## config.mk

```make
export PLATFORM = sky130hd
export DESIGN_NAME = ctxres_top
export DESIGN_NICKNAME = d
export VERILOG_FILES = /design/src/rtl/ctxres_pkg.sv /design/src/rtl/ctxres_root_chk.sv /design/src/rtl/ctxres_ctx_chk.sv /design/src/rtl/ctxres_fault_fmt.sv /design/src/rtl/ctxres_seq.sv /design/src/rtl/ctxres_top.sv
export SDC_FILE = /design/constraint.sdc
export NUM_CORES = 1
export LEC_CHECK = 0
export BUFFER_PORTS_ARGS = -buffer_cell sky130_fd_sc_hd__buf_2
export CAP_MARGIN = 15
export CORE_AREA = 10 10 275 277
export CTS_CLUSTER_DIAMETER = 60
export DETAILED_ROUTE_END_ITERATION = 8
export DIE_AREA = 0 0 285 287
export PLACE_DENSITY = 0.51
export SLEW_MARGIN = 20
export SYNTH_ARGS = -nofsm -noshare
export SYNTH_HDL_FRONTEND = slang
export SYNTH_HIERARCHICAL = 1
export SYNTH_SLANG_ARGS = --single-unit
```

## constraint.sdc

```tcl
create_clock -name clk -period 7.65 [get_ports clk]
set_input_delay 1.53 -clock clk [delete_from_list [all_inputs] [get_ports clk]]
set_output_delay 1.53 -clock clk [all_outputs]
set_load 0.01 [all_outputs]
```

## src/rtl/ctxres_pkg.sv

```systemverilog
// Package: shared widths, result kinds, fault reasons and FSM states for the
// source-ID context resolver. Assumes 128-bit table entries and 16-bit source IDs.
package ctxres_pkg;
    localparam int ENTRY_W = 128;
    localparam int QW      = 64;
    localparam int SID_W   = 16;
    localparam int DOM_W   = 16;
    localparam int PASID_W = 20;
    localparam int PAGE_SH = 12;

    typedef enum logic [1:0] {
        KIND_WALK  = 2'd0,
        KIND_PASS  = 2'd1,
        KIND_FAULT = 2'd2
    } kind_e;

    typedef enum logic [3:0] {
        RSN_NONE        = 4'd0,
        RSN_ROOT_ABSENT = 4'd1,
        RSN_ROOT_RSVD   = 4'd2,
        RSN_CTX_ABSENT  = 4'd3,
        RSN_CTX_RSVD    = 4'd4,
        RSN_BAD_TYPE    = 4'd5,
        RSN_BAD_WIDTH   = 4'd6,
        RSN_BLOCKED     = 4'd7
    } reason_e;

    typedef enum logic [2:0] {
        ST_IDLE, ST_ROOT_RD, ST_ROOT_WAIT, ST_CTX_RD, ST_CTX_WAIT
    } state_e;

    typedef struct packed {
        kind_e              kind;
        reason_e            reason;
        logic               quiet;
        logic [DOM_W-1:0]   domain;
        logic [2:0]         levels;
    } verdict_t;
endpackage

```

## src/rtl/ctxres_root_chk.sv

```systemverilog
// Root stage: forms the root entry address from the table base and bus number,
// checks presence and reserved bits of the returned entry, and forms the
// context entry address. Purely combinational; assumes ADDR_W <= 64.
module ctxres_root_chk
    import ctxres_pkg::*;
#(
    parameter int ADDR_W = 64
) (
    input  logic [ADDR_W-1:0]  base,
    input  logic [SID_W-1:0]   sid,
    input  logic [ENTRY_W-1:0] entry,
    output logic [ADDR_W-1:0]  root_addr,
    output logic [ADDR_W-1:0]  ctx_addr,
    output logic               present,
    output logic               rsvd_err
);
    localparam int IDX_SH = 4; // 16-byte entries

    logic [QW-1:0] ctx_base;

    // Address arithmetic and field checks for the root entry.
    always_comb begin
        root_addr = base + (ADDR_W'(sid[15:8]) << IDX_SH);
        ctx_base  = {entry[QW-1:PAGE_SH], {PAGE_SH{1'b0}}};
        ctx_addr  = ADDR_W'(ctx_base) + (ADDR_W'(sid[7:0]) << IDX_SH);
        present   = entry[0];
        rsvd_err  = (|entry[PAGE_SH-1:1]) || (|entry[ENTRY_W-1:QW]);
    end
endmodule

```

## src/rtl/ctxres_ctx_chk.sv

```systemverilog
// Context stage: decodes a context entry into a verdict. Checks run in a fixed
// order: presence, reserved bits, translation kind (with pass-through enable),
// address type, then address width. Purely combinational.
module ctxres_ctx_chk
    import ctxres_pkg::*;
#(
    parameter int ADDR_W = 64
) (
    input  logic [ENTRY_W-1:0] entry,
    input  logic [1:0]         atype,
    input  logic               pt_en,
    output verdict_t           verdict,
    output logic [ADDR_W-1:0]  table_ptr
);
    localparam logic [1:0] TT_WALK = 2'd0;
    localparam logic [1:0] TT_PASS = 2'd2;

    logic [QW-1:0] lo, hi;
    logic          rsvd, width_ok, untrans;
    logic [2:0]    lvl;

    // Field extraction and width decode.
    always_comb begin
        lo       = entry[QW-1:0];
        hi       = entry[ENTRY_W-1:QW];
        rsvd     = (|lo[11:4]) || (|hi[7:3]) || (|hi[63:24]);
        untrans  = (atype == 2'd0);
        width_ok = 1'b1;
        case (hi[2:0])
            3'd1:    lvl = 3'd3;
            3'd2:    lvl = 3'd4;
            3'd3:    lvl = 3'd5;
            default: begin lvl = 3'd0; width_ok = 1'b0; end
        endcase
        table_ptr = ADDR_W'({lo[QW-1:PAGE_SH], {PAGE_SH{1'b0}}});
    end

    // Ordered check chain producing the verdict.
    always_comb begin
        verdict.quiet  = lo[1];
        verdict.domain = hi[23:8];
        verdict.levels = lvl;
        verdict.kind   = KIND_FAULT;
        verdict.reason = RSN_NONE;
        if (!lo[0])                                verdict.reason = RSN_CTX_ABSENT;
        else if (rsvd)                             verdict.reason = RSN_CTX_RSVD;
        else if (lo[3:2] == TT_WALK) begin
            if (!untrans)                          verdict.reason = RSN_BLOCKED;
            else if (!width_ok)                    verdict.reason = RSN_BAD_WIDTH;
            else                                   verdict.kind   = KIND_WALK;
        end else if (lo[3:2] == TT_PASS) begin
            if (!pt_en)                            verdict.reason = RSN_BAD_TYPE;
            else if (!untrans)                     verdict.reason = RSN_BLOCKED;
            else if (!width_ok)                    verdict.reason = RSN_BAD_WIDTH;
            else                                   verdict.kind   = KIND_PASS;
        end else                                   verdict.reason = RSN_BAD_TYPE;
    end
endmodule

```

## src/rtl/ctxres_fault_fmt.sv

```systemverilog
// Fault record formatter: packs the held request fields and the reason into the
// two record words. Combinational; assumes a 20-bit PASID.
module ctxres_fault_fmt
    import ctxres_pkg::*;
#(
    parameter int ADDR_W = 64
) (
    input  logic [SID_W-1:0]   sid,
    input  logic [3:0]         reason,
    input  logic [1:0]         rtype,
    input  logic               exec,
    input  logic               priv,
    input  logic               pasid_v,
    input  logic [PASID_W-1:0] pasid,
    input  logic [ADDR_W-1:0]  addr,
    output logic [QW-1:0]      rec_hi,
    output logic [ADDR_W-1:0]  rec_lo
);
    // Bit packing of both record words.
    always_comb begin
        rec_hi = {1'b1, 14'd0, pasid, pasid_v, priv, exec, rtype[1], rtype[0],
                  4'd0, reason, sid};
        rec_lo = addr & ~ADDR_W'((1 << PAGE_SH) - 1);
    end
endmodule

```

## src/rtl/ctxres_seq.sv

```systemverilog
// Sequencer: accepts one request when idle, issues the root read and then the
// context read, and registers the result. Assumes the memory answers each read
// with exactly one response and that only one read is ever outstanding.
module ctxres_seq
    import ctxres_pkg::*;
#(
    parameter int ADDR_W = 64,
    parameter int LEN_W  = 32
) (
    input  logic               clk,
    input  logic               rst_n,
    input  logic               req_valid,
    output logic               req_ready,
    input  logic [SID_W-1:0]   req_sid,
    input  logic [ADDR_W-1:0]  req_addr,
    input  logic [LEN_W-1:0]   req_len,
    input  logic [1:0]         req_type,
    input  logic               req_exec,
    input  logic               req_priv,
    input  logic [1:0]         req_atype,
    input  logic               req_pasid_v,
    input  logic [PASID_W-1:0] req_pasid,
    output logic [SID_W-1:0]   sid_q,
    output logic [ADDR_W-1:0]  addr_q,
    output logic [1:0]         type_q,
    output logic               exec_q,
    output logic               priv_q,
    output logic [1:0]         atype_q,
    output logic               pasid_v_q,
    output logic [PASID_W-1:0] pasid_q,
    input  logic [ADDR_W-1:0]  root_addr,
    input  logic [ADDR_W-1:0]  ctx_addr,
    input  logic               root_present,
    input  logic               root_rsvd,
    input  verdict_t           verdict,
    input  logic [ADDR_W-1:0]  table_ptr,
    output logic               mem_req_valid,
    output logic [ADDR_W-1:0]  mem_req_addr,
    input  logic               mem_rsp_valid,
    output logic               res_valid,
    output logic [1:0]         res_kind,
    output logic [3:0]         res_reason,
    output logic [DOM_W-1:0]   res_domain,
    output logic [2:0]         res_levels,
    output logic [ADDR_W-1:0]  res_table,
    output logic [ADDR_W-1:0]  res_addr,
    output logic [LEN_W-1:0]   res_len,
    output logic [2:0]         res_perm,
    output logic               flt_valid
);
    state_e            state;
    logic [ADDR_W-1:0] ctx_addr_q;
    logic [LEN_W-1:0]  len_q;
    logic              quiet_q, ctx_stage_q;
    logic              root_fail;

    // Read-port drive and root-stage outcome.
    always_comb begin
        req_ready     = (state == ST_IDLE);
        mem_req_valid = (state == ST_ROOT_RD) || (state == ST_CTX_RD);
        mem_req_addr  = (state == ST_CTX_RD) ? ctx_addr_q : root_addr;
        root_fail     = !root_present || root_rsvd;
    end

    // State machine, request latch and result registers.
    always_ff @(posedge clk) begin
        if (!rst_n) begin
            state       <= ST_IDLE;
            sid_q       <= '0;
            addr_q      <= '0;
            len_q       <= '0;
            type_q      <= '0;
            exec_q      <= 1'b0;
            priv_q      <= 1'b0;
            atype_q     <= '0;
            pasid_v_q   <= 1'b0;
            pasid_q     <= '0;
            ctx_addr_q  <= '0;
            res_valid   <= 1'b0;
            res_kind    <= '0;
            res_reason  <= '0;
            res_domain  <= '0;
            res_levels  <= '0;
            res_table   <= '0;
            res_addr    <= '0;
            res_len     <= '0;
            res_perm    <= '0;
            flt_valid   <= 1'b0;
            quiet_q     <= 1'b0;
            ctx_stage_q <= 1'b0;
        end else begin
            res_valid <= 1'b0;
            flt_valid <= 1'b0;
            case (state)
                ST_IDLE: if (req_valid) begin
                    sid_q     <= req_sid;
                    addr_q    <= req_addr;
                    len_q     <= req_len;
                    type_q    <= req_type;
                    exec_q    <= req_exec;
                    priv_q    <= req_priv;
                    atype_q   <= req_atype;
                    pasid_v_q <= req_pasid_v;
                    pasid_q   <= req_pasid;
                    state     <= ST_ROOT_RD;
                end
                ST_ROOT_RD: state <= ST_ROOT_WAIT;
                ST_ROOT_WAIT: if (mem_rsp_valid) begin
                    if (root_fail) begin
                        res_valid   <= 1'b1;
                        flt_valid   <= 1'b1;
                        res_kind    <= KIND_FAULT;
                        res_reason  <= root_present ? RSN_ROOT_RSVD : RSN_ROOT_ABSENT;
                        res_perm    <= '0;
                        quiet_q     <= 1'b0;
                        ctx_stage_q <= 1'b0;
                        state       <= ST_IDLE;
                    end else begin
                        ctx_addr_q  <= ctx_addr;
                        state       <= ST_CTX_RD;
                    end
                end
                ST_CTX_RD: state <= ST_CTX_WAIT;
                ST_CTX_WAIT: if (mem_rsp_valid) begin
                    res_valid   <= 1'b1;
                    res_kind    <= verdict.kind;
                    res_reason  <= verdict.reason;
                    res_domain  <= verdict.domain;
                    res_levels  <= verdict.levels;
                    res_table   <= table_ptr;
                    res_addr    <= addr_q & ~ADDR_W'((1 << PAGE_SH) - 1);
                    res_len     <= len_q;
                    res_perm    <= (verdict.kind == KIND_PASS) ? 3'b111 : 3'b000;
                    flt_valid   <= (verdict.kind == KIND_FAULT) && !verdict.quiet;
                    quiet_q     <= verdict.quiet;
                    ctx_stage_q <= 1'b1;
                    state       <= ST_IDLE;
                end
                default: state <= ST_IDLE;
            endcase
        end
    end

    assert_ready_drop_R11: assert property (@(posedge clk) disable iff (!rst_n)
        (req_valid && req_ready) |=> !req_ready);
    assert_busy_read_R11: assert property (@(posedge clk) disable iff (!rst_n)
        mem_req_valid |-> !req_ready);
    assert_no_ctx_read_R2: assert property (@(posedge clk) disable iff (!rst_n)
        (state == ST_ROOT_WAIT && mem_rsp_valid && root_fail) |=> !mem_req_valid);
    assert_single_pulse_R8: assert property (@(posedge clk) disable iff (!rst_n)
        res_valid |=> !res_valid);
    assert_walk_levels_R7: assert property (@(posedge clk) disable iff (!rst_n)
        (res_valid && res_kind == KIND_WALK) |-> (res_levels >= 3'd3 && res_levels <= 3'd5));
    assert_fault_flag_R10: assert property (@(posedge clk) disable iff (!rst_n)
        flt_valid |-> (res_valid && res_kind == KIND_FAULT));
    assert_quiet_fault_R4: assert property (@(posedge clk) disable iff (!rst_n)
        (res_valid && ctx_stage_q && quiet_q) |-> !flt_valid);
endmodule

```

## src/rtl/ctxres_top.sv

```systemverilog
// Top: source-ID context resolver. Wires the sequencer to the root and context
// checkers and the fault record formatter. One request in flight at a time.
module ctxres_top
    import ctxres_pkg::*;
#(
    parameter int ADDR_W = 64,
    parameter int LEN_W  = 32
) (
    input  logic               clk,
    input  logic               rst_n,
    input  logic [ADDR_W-1:0]  root_base,
    input  logic               pt_en,
    input  logic               req_valid,
    output logic               req_ready,
    input  logic [15:0]        req_sid,
    input  logic [ADDR_W-1:0]  req_addr,
    input  logic [LEN_W-1:0]   req_len,
    input  logic [1:0]         req_type,
    input  logic               req_exec,
    input  logic               req_priv,
    input  logic [1:0]         req_atype,
    input  logic               req_pasid_v,
    input  logic [19:0]        req_pasid,
    output logic               mem_req_valid,
    output logic [ADDR_W-1:0]  mem_req_addr,
    input  logic               mem_rsp_valid,
    input  logic [127:0]       mem_rsp_data,
    output logic               res_valid,
    output logic [1:0]         res_kind,
    output logic [3:0]         res_reason,
    output logic [15:0]        res_domain,
    output logic [2:0]         res_levels,
    output logic [ADDR_W-1:0]  res_table,
    output logic [ADDR_W-1:0]  res_addr,
    output logic [LEN_W-1:0]   res_len,
    output logic [2:0]         res_perm,
    output logic               flt_valid,
    output logic [63:0]        flt_hi,
    output logic [ADDR_W-1:0]  flt_lo
);
    logic [SID_W-1:0]   sid_q;
    logic [ADDR_W-1:0]  addr_q;
    logic [1:0]         type_q, atype_q;
    logic               exec_q, priv_q, pasid_v_q;
    logic [PASID_W-1:0] pasid_q;
    logic [ADDR_W-1:0]  root_addr, ctx_addr, table_ptr;
    logic               root_present, root_rsvd;
    verdict_t           verdict;

    ctxres_root_chk #(.ADDR_W(ADDR_W)) u_root (
        .base(root_base), .sid(sid_q), .entry(mem_rsp_data),
        .root_addr(root_addr), .ctx_addr(ctx_addr),
        .present(root_present), .rsvd_err(root_rsvd));

    ctxres_ctx_chk #(.ADDR_W(ADDR_W)) u_ctx (
        .entry(mem_rsp_data), .atype(atype_q), .pt_en(pt_en),
        .verdict(verdict), .table_ptr(table_ptr));

    ctxres_seq #(.ADDR_W(ADDR_W), .LEN_W(LEN_W)) u_seq (
        .clk(clk), .rst_n(rst_n),
        .req_valid(req_valid), .req_ready(req_ready),
        .req_sid(req_sid), .req_addr(req_addr), .req_len(req_len),
        .req_type(req_type), .req_exec(req_exec), .req_priv(req_priv),
        .req_atype(req_atype), .req_pasid_v(req_pasid_v), .req_pasid(req_pasid),
        .sid_q(sid_q), .addr_q(addr_q), .type_q(type_q), .exec_q(exec_q),
        .priv_q(priv_q), .atype_q(atype_q), .pasid_v_q(pasid_v_q), .pasid_q(pasid_q),
        .root_addr(root_addr), .ctx_addr(ctx_addr),
        .root_present(root_present), .root_rsvd(root_rsvd),
        .verdict(verdict), .table_ptr(table_ptr),
        .mem_req_valid(mem_req_valid), .mem_req_addr(mem_req_addr),
        .mem_rsp_valid(mem_rsp_valid),
        .res_valid(res_valid), .res_kind(res_kind), .res_reason(res_reason),
        .res_domain(res_domain), .res_levels(res_levels), .res_table(res_table),
        .res_addr(res_addr), .res_len(res_len), .res_perm(res_perm),
        .flt_valid(flt_valid));

    ctxres_fault_fmt #(.ADDR_W(ADDR_W)) u_fmt (
        .sid(sid_q), .reason(res_reason), .rtype(type_q), .exec(exec_q),
        .priv(priv_q), .pasid_v(pasid_v_q), .pasid(pasid_q), .addr(addr_q),
        .rec_hi(flt_hi), .rec_lo(flt_lo));
endmodule

```

==> results.ini <==
[status]
outcome = completed

[sta]
setup_viol_count_final = 0
drv_slew = 0
skew_ns = 0.0238
period_share_pct = 77.5
hold_viol = 0
slew_headroom_pct = 18.1
rsz0062_at_grt = false
finalCriticalPeriod_ns = 5.93
fin_setup_tns_ns = 0
fmax_mhz = 169
worstMarginPinSlew_ns = 1.23

[power_and_ir_drop]
p_leak_nw = 9.43
peakVddDrop_mv = 0.157
powerDensity_mw_per_mm2 = 213

[worst_setup_path]
endpoint_kind = primary output
cp-start-kind = input pin
critPathMostFrequentCell = buf_2
path_cells = buf_2 -> ha_1 -> inv_1 -> fa_1 -> nand2b_1 -> a211oi_2 -> or2_1 -> nand4_1 -> xnor2_1 -> mux2_2 -> buf_2
critPathTopFamily = simple AND/OR/NAND/NOR gates
cp_max_fo = 9
crit_arrival_ns = 4.40
cp.required_ns = 6.12
slowest_delay_ns = 0.52
cp_slowest_cell = or2_1
worstSetupPathType = input pin to primary output
crit_buf_inv = 3

[die]
die_h_um = 287
die_w_um = 285
io_pins = 720
coreArea_mm2 = 0.0698
initial_core_util_pct = 27.4
dieArea_mm2 = 0.0818
row_count = 97

[drt]
drc = 0
postRouteAntennaNets = 0
wl_per_cell_um = 20.6
drt_iter0_drc = 840
drt_wl_total_mm = 74.2
drtPass1Iterations = 5
via_count = 15860
vias_per_cell = 4.40

[clock_network]
htreeDepth = 2
clk_latency_ns = 0.59
clock-sinks = 370
cts_buffers = 49
cts_resized = 0
cts_hold_buf = 0
clockBufferDepth = 3
clk_pin_slew_ns = 0.06
cts_setup_buffers = 0
cts_tree = yes
cts_root_buf = clkbuf_16

[global_routing]
grt_usage_pct = 17.1
gr-total-overflow = 0
grt_pass1_wl_mm = 108
grt_pass1_vias = 15921
grt_max_degree = 213
grt_antenna_before_repair = 15

[layout]
drive_above_1_share_pct = 33.9
n_fill_cell = 7639
syn2layout_area_growth_pct = 17.9
layout_common_cells = 747 x nand2_1, 663 x buf_2, 370 x dfxtp_1
final_nets = 2974
post_layout_nonfiller_instances = 3605
layout_commonest_cell = nand2_1

[placed_design]
port_buffers = 664
gp_congestion = 0.901
hpwl_mm = 55.3
placed_cells_incl_taps = 3518

[hold_path]
hold_path_class = flip-flop to flip-flop

[run]
drv_cap = 0

[synth]
avgSynthCellArea_um2 = 8.39
syn_area_mm2 = 0.0191
ys_warn_count = 6
syn_inst = 2279

## registers in the layout, indices dropped and copies added, names as in the netlist, 16 cells and up
| name | cells |
|---|---|
| u_seq/len_q | 32 |
| u_seq/addr_q | 52 |
| u_seq/res_table | 64 |
| u_seq/ctx_addr_q | 64 |
| u_seq/res_len | 32 |
| u_seq/pasid_q | 20 |
| u_seq/res_addr | 52 |
| u_seq/sid_q | 16 |
| u_seq/res_domain | 16 |
## report_power, final
| group | total (mW) | leakage [nW] | switching [mW] | internal [mW] |
|---|---|---|---|---|
| Sequential | 2.01 | 3.00 | 0.0335 | 1.98 |
| Combinational | 0.523 | 5.65 | 0.311 | 0.211 |
| Clock | 2.26 | 0.776 | 0.942 | 1.32 |
| Total | 4.79 | 9.43 | 1.29 | 3.51 |
## worst reg2reg max path, delay by kind of cell, from the launching register on
kind / cells / cell delay, ns
AOI/OAI and AO/OA: 1 / 0.16
buffers and inverters: 1 / 0.51
DFF: 1 / 0.46
and+or+nand+nor: 3 / 1.64
## final cells by class
class	count	area, um^2	share of cell area [%]
multi-input combinational	1526	8890	39.4
sequential	370	7410	32.9
timing repair buffer	673	3440	15.3
clock buffer	66	1340	5.95
tap	940	1180	5.22
clock inverter	19	245	1.09
inverter	9	33.8	0.150
antenna	2	5.00	0.0222
## worst paths after layout
path                                 startpoint             endpoint  slack, ns  cells after the start
worst max-delay path               root_base[4]     mem_req_addr[62]       1.72                     11
worst min-delay path            u_seq/len_q[25]    u_seq/res_len[25]       0.43                      2
worst max register to register   u_seq/state[0]  u_seq/res_table[35]       4.84                      5
worst min register to register  u_seq/len_q[25]    u_seq/res_len[25]       0.43                      2
## per-stage QoR
| stage | setup slack, ns | cell area, um^2 | utilization [%] | total power, mW | hold slack, ns |
|---|---|---|---|---|---|
| 6_report | 1.72 | 22500 | 32.3 | 4.79 | 0.429 |
| 5_1_grt | 1.49 | 22500 | 32.3 | 5.00 | 0.462 |
| 4_1_cts | 1.70 | 22500 | 32.3 | 4.88 | 0.436 |
| 3_5_place_dp | 1.71 | 20900 | 30.0 | 2.58 | 0.442 |
| 3_3_place_gp | 1.75 | 20900 | 30.0 | 2.58 | 0.439 |
| 2_1_floorplan | 2.61 | 19300 | - | 2.42 | 0.431 |
## per-layer routing
metal  part of all wire (%)  up-vias  routed length [um]  track usage, %
li1                       -     7849                   -               -
met1                     41     7351               30600            20.4
met2                     47      537               35200            28.9
met3                    8.7      105                6440            5.92
met4                    2.4       18                1800            4.72
met5                   0.18        -                 133               0
No activity file was read; power rests on OpenSTA's default activity.
